[config.mk]
export PLATFORM = sky130hd
export DESIGN_NAME = ifetch_xlate
export DESIGN_NICKNAME = d
export VERILOG_FILES = /design/src/rtl/ifetch_xlate.sv
export SDC_FILE = /design/constraint.sdc
export NUM_CORES = 1
export LEC_CHECK = 0
export CORE_ASPECT_RATIO = 0.5
export CORE_MARGIN = 4
export CORE_UTILIZATION = 30
export CTS_CLUSTER_SIZE = 40
export DETAILED_ROUTE_END_ITERATION = 10
export PLACE_DENSITY = 0.72
export RECOVER_POWER = 100
export SETUP_SLACK_MARGIN = 0.4
export SLEW_MARGIN = 10
export SYNTH_ARGS = -nofsm -noshare
export SYNTH_HDL_FRONTEND = slang
export SYNTH_SLANG_ARGS = --single-unit
[constraint.sdc]
create_clock -name clk -period 3.2 [get_ports clk]
set_input_delay 0.8 -clock clk [delete_from_list [all_inputs] [get_ports clk]]
set_output_delay 0.8 -clock clk [all_outputs]
set_load 0.02 [all_outputs]
[src/rtl/ifetch_xlate.sv]
module ifetch_xlate #(
  parameter int VA_W    = 64,
  parameter int VA_IMPL = 43,
  parameter int PA_W    = 41,
  parameter int PAGE_W  = 13,
  parameter int ASN_W   = 8,
  localparam int VPN_W  = VA_IMPL - PAGE_W,
  localparam int PFN_W  = PA_W - PAGE_W
) (
  input  logic             clk,
  input  logic             rst_n,
  input  logic             req_valid,
  input  logic [VA_W-1:0]  req_pc,
  input  logic [1:0]       sp_en,
  input  logic [1:0]       cur_mode,
  input  logic [ASN_W-1:0] cur_asn,
  input  logic [VA_W-1:0]  ptbase,
  output logic             tlb_req,
  output logic [VPN_W-1:0] tlb_vpn,
  output logic [ASN_W-1:0] tlb_asn,
  input  logic             tlb_hit,
  input  logic [PFN_W-1:0] tlb_pfn,
  input  logic [3:0]       tlb_xen,
  output logic             rsp_valid,
  output logic [PA_W-1:0]  rsp_paddr,
  output logic             rsp_uncached,
  output logic [1:0]       rsp_fault,
  output logic             ev_hit,
  output logic             ev_miss,
  output logic             ev_acv,
  output logic [VA_W-1:0]  flt_tag,
  output logic [VA_W-1:0]  flt_ptr
);
  localparam logic [1:0] F_NONE = 2'd0;
  localparam logic [1:0] F_ACV  = 2'd1;
  localparam logic [1:0] F_MISS = 2'd2;
  localparam int TOP_W = VA_W - VA_IMPL + 1;

  logic            pal, va_ok, spage, kern;
  logic [TOP_W-1:0] top;
  logic [1:0]      code;
  logic [PA_W-1:0] pa;
  logic            unc;

  assign pal     = req_pc[0];
  assign top     = req_pc[VA_W-1:VA_IMPL-1];
  assign va_ok   = (&top) | ~(|top);
  assign spage   = sp_en[1] && (req_pc[VA_IMPL-1 -: 2] == 2'b10);
  assign kern    = (cur_mode == 2'd0);
  assign tlb_vpn = req_pc[VA_IMPL-1:PAGE_W];
  assign tlb_asn = cur_asn;
  assign tlb_req = req_valid && !pal && va_ok && !spage;

  always_comb begin
    code = F_NONE;
    pa   = '0;
    unc  = 1'b0;
    if (pal) begin
      pa = {req_pc[PA_W-1:2], 2'b00};
    end else if (!va_ok) begin
      code = F_ACV;
    end else if (spage) begin
      if (kern) begin
        pa  = req_pc[PA_W-1:0];
        unc = pa[PA_W-1];
      end else begin
        code = F_ACV;
      end
    end else if (!tlb_hit) begin
      code = F_MISS;
    end else if (!tlb_xen[cur_mode]) begin
      code = F_ACV;
    end else begin
      pa  = {tlb_pfn, req_pc[PAGE_W-1:2], 2'b00};
      unc = pa[PA_W-1];
    end
  end

  always_ff @(posedge clk) begin
    if (!rst_n) begin
      rsp_valid    <= 1'b0;
      rsp_paddr    <= '0;
      rsp_uncached <= 1'b0;
      rsp_fault    <= F_NONE;
      ev_hit       <= 1'b0;
      ev_miss      <= 1'b0;
      ev_acv       <= 1'b0;
      flt_tag      <= '0;
      flt_ptr      <= '0;
    end else begin
      rsp_valid    <= req_valid;
      rsp_paddr    <= req_valid ? pa : '0;
      rsp_uncached <= req_valid && unc;
      rsp_fault    <= req_valid ? code : F_NONE;
      ev_hit       <= req_valid && (code == F_NONE);
      ev_miss      <= req_valid && (code == F_MISS);
      ev_acv       <= req_valid && (code == F_ACV);
      if (req_valid && code != F_NONE) begin
        flt_tag <= req_pc;
        flt_ptr <= ptbase | (VA_W'(tlb_vpn) << 3);
      end
    end
  end

  assert_pal_nolook_R1: assert property (@(posedge clk) disable iff (!rst_n)
    (req_valid && req_pc[0]) |-> !tlb_req);
  assert_pal_result_R1: assert property (@(posedge clk) disable iff (!rst_n)
    (req_valid && req_pc[0]) |=> (rsp_fault == F_NONE && ev_hit && rsp_paddr[1:0] == 2'b00 && !rsp_uncached));
  assert_miss_code_R5: assert property (@(posedge clk) disable iff (!rst_n)
    (tlb_req && !tlb_hit) |=> (rsp_fault == F_MISS && ev_miss));
  assert_miss_tag_R8: assert property (@(posedge clk) disable iff (!rst_n)
    (tlb_req && !tlb_hit) |=> (flt_tag == $past(req_pc)));
  assert_idle_hold_R8: assert property (@(posedge clk) disable iff (!rst_n)
    !req_valid |=> ($stable(flt_tag) && $stable(flt_ptr)));
  assert_one_event_R10: assert property (@(posedge clk) disable iff (!rst_n)
    rsp_valid |-> ($countones({ev_hit, ev_miss, ev_acv}) == 1 && rsp_fault != 2'd3));
  assert_no_event_R10: assert property (@(posedge clk) disable iff (!rst_n)
    !rsp_valid |-> !(ev_hit || ev_miss || ev_acv));
  assert_fault_clean_R10: assert property (@(posedge clk) disable iff (!rst_n)
    (rsp_valid && rsp_fault != F_NONE) |-> (rsp_paddr == '0 && !rsp_uncached));
  assert_latency_R10: assert property (@(posedge clk) disable iff (!rst_n)
    req_valid |=> rsp_valid);
endmodule

==> flow_summary.ini <==
[setup_path]
crit_fanout = 2
crit_cells = 6
required_ns = 2.40
endpoint = tlb_req
worstPathArrival_ns = 2.13
reg2reg_slack_ns = 2.55
cp-start-kind = input port
slowest_stage = or4_1
r2r_end = flt_tag[18]$_SDFFE_PN0P_
cpPeakStageDelay_ns = 0.58
end_kind = primary output
cp-startpoint = req_pc[51]
crit_type = in -> out
path_delay_family = simple AND/OR/NAND/NOR gates
r2r-start = flt_tag[18]$_SDFFE_PN0P_
crit_buf_inv = 2
path_cells = clkbuf_1, or4_1, nor4_4, nor2_1, nor3_4, buf_6
reg2regPathDepth = 2

[timing]
relSlewSlack_pct = 53.1
fin_tns_setup_ns = 0
fin_skew_ns = 0
finalSetupViolCount = 0
worst_pin_slew_ns = 0.704
rsz0062_at_grt = yes
finalCritPeriodShare_pct = 91.5
drv_slew = 0
fin_ws_ns = 0.272
max_freq_mhz = 342
timing.final.crit_period_ns = 2.93
hold_viol = 0

[route]
drc_errors = 0
routed_wl_um = 25600
route.detailed.wl_per_inst_um = 18.2
drt-vias-per-instance = 4.56
drtIter0Drc = 384
ant_nets = 0
num_vias = 6417
dr.pass1.iters = 8

[global_route]
antenna_found_initial = 0
gr-usage-met2_pct = 33.3
grt_pass1_vias = 6534
top_usage_layer = met2
grt_overflow = 0
use_met1_pct = 21.8
grt_use_met3_pct = 3.62
grt_max_degree = 77
grt_pass1_wl_um = 37300
track_usage_pct = 18.5

[logic_synthesis]
synth_edf_count = 0
netlist-cell-type-count = 34
synthTopCellsByArea = dfxtp_1, mux2i_1, nand2_1, buf_4, buf_6
ys_warn_count = 0
synthArstFlopShare_pct = 0
syn_area_um2 = 7070
avgSynthCellArea_um2 = 9.55
synth_common_cells = nand2_1, dfxtp_1, mux2i_1
synth_most_common_cell = nand2_1
synth_seq_cells = 175
synth_top_area_cell = dfxtp_1
synth_top_area_share_pct = 49.6
synth_cells = 740
synthFlopType = dfxtp_1
syn-num-nets = 916
seq_area_frac_synth_pct = 49.6

[status]
status = finished clean

[clock_network]
htreeDepth = 4
cts.path.max_buffers = 2
clock_latency_ns = 0.43
numCtsBuffers = 17
postCtsHoldBufs = 0
clkTransAtPathRegs_ns = 0.07
clockRootBuffer = clkbuf_16
clock_sinks = 175
cts_tree = built

[pwr]
power_density_nw_per_um2 = 470
p_leak_nw = 5.07
vdd_ir_drop_max_mv = 0.278

[placement]
dp_slack_ns = -0.552
gp_congestion = 0.866
place_area_um2 = 10900
place_inst = 1365
dp_hpwl_um = 18900
io_buffers = 372

[die]
pin_count = 391
core_um2 = 23000
die_w_um = 225
start_util_pct = 30.7
dieArea_um2 = 26200
rows = 39
die_h_um = 117

[final_layout]
n_antenna_cell = 0
fin_nets = 1265
drive_gt1_share_pct = 10.5
areaGrowthSynthToFinish_pct = 65.7
seqCellArea_um2 = 3500
multi_input_area_um2 = 3030
fillers = 2075
design_area_um2 = 11700
fin_cells = 1407

[hold_path]
hold_depth = 2
hold_class = reg -> reg

[run]
drv_cap = 0
report_power, final:
part           switching, W  internal [W]
clock              0.000886       0.00134
sequential        0.0000444       0.00228
combinational      0.000477      0.000477
total               0.00141       0.00410
cell families (layout without fill, tap and decap cells):
group	count (synthesis)	after routing	synth area share, %
buffers and inverters	89	448	8.53
multiplexers	128	128	18.3
flip-flops	175	175	49.6
other	1	1	0.0531
AND/OR/NAND/NOR	281	282	17.1
AO/OA/AOI/OAI	66	66	6.43
per-stage QoR:
step	hold WS, ns	utilization, %	power (W)
after floorplan	0.509	-	0.00283
after global placement	0.417	47.5	0.00334
after detailed placement	0.428	47.5	0.00336
after CTS	0.439	51.2	0.00563
after global routing	0.470	50.9	0.00573
final	0.432	50.9	0.00551
worst min-delay path by stage:
stage,start,end,slack [ns]
3_5_place_dp,flt_tag[0]$_SDFFE_PN0P_,flt_tag[0]$_SDFFE_PN0P_,0.43
5_1_grt,flt_ptr[43]$_SDFFE_PN0P_,flt_ptr[43]$_SDFFE_PN0P_,0.47
4_1_cts,flt_tag[0]$_SDFFE_PN0P_,flt_tag[0]$_SDFFE_PN0P_,0.44
3_3_place_gp,flt_tag[0]$_SDFFE_PN0P_,flt_tag[0]$_SDFFE_PN0P_,0.42
2_1_floorplan,flt_tag[0]$_SDFFE_PN0P_,flt_tag[0]$_SDFFE_PN0P_,0.51
6_report,flt_tag[0]$_SDFFE_PN0P_,flt_tag[0]$_SDFFE_PN0P_,0.43
timing repair:
action                     4_1_cts  5_1_grt
setup buffers                    3        3
setup endpoints to repair      140      137
gates cloned                     5        1
pin swaps                       12        6
resized for setup              112       26
registers in the layout (all words and copies together), names as in the netlist:
signal,flops
flt_ptr,64
flt_tag,64
rsp_paddr,40
rsp_fault,2
ev_acv,1
ev_hit,1
ev_miss,1
rsp_uncached,1
rsp_valid,1
cell type report:
type                       count  area share, %
clock buffer                  20           3.90
sequential                   175           29.9
tap                          307           3.28
timing repair buffer         416           35.6
multi-input combinational    477           25.9
inverter                       2         0.0641
clock inverter                10           1.39
layout by cell type, fill, tap and decap left out, drive strengths merged, types with 6 or more instances in the layout:
master and count:
nor4 8, clkdlybuf4s50 132, dfxtp 175, and2 11, nand2 233, o21ai 31, mux2i 127, clkbuf 37
nand4 6, dlygate4sd3 198, a21oi 6, a22o 26, dlygate4sd2 10, buf 52, nor2 7
routing by layer:
| layer | vias up | wire length, um | part of all wire [%] |
|---|---|---|---|
| li1 | 3146 | - | - |
| met1 | 3055 | 10400 | 41 |
| met2 | 167 | 13400 | 52 |
| met3 | 49 | 991 | 3.9 |
| met4 | 0 | 795 | 3.1 |
| met5 | - | 0 | 0 |
worst reg2reg max path: stages (launching register included):
cell	delay [ns]
dfxtp_1	0.36
nand2_1	0.06
mux2i_1	0.16
Note: power is estimated with default switching activity, not from simulation.
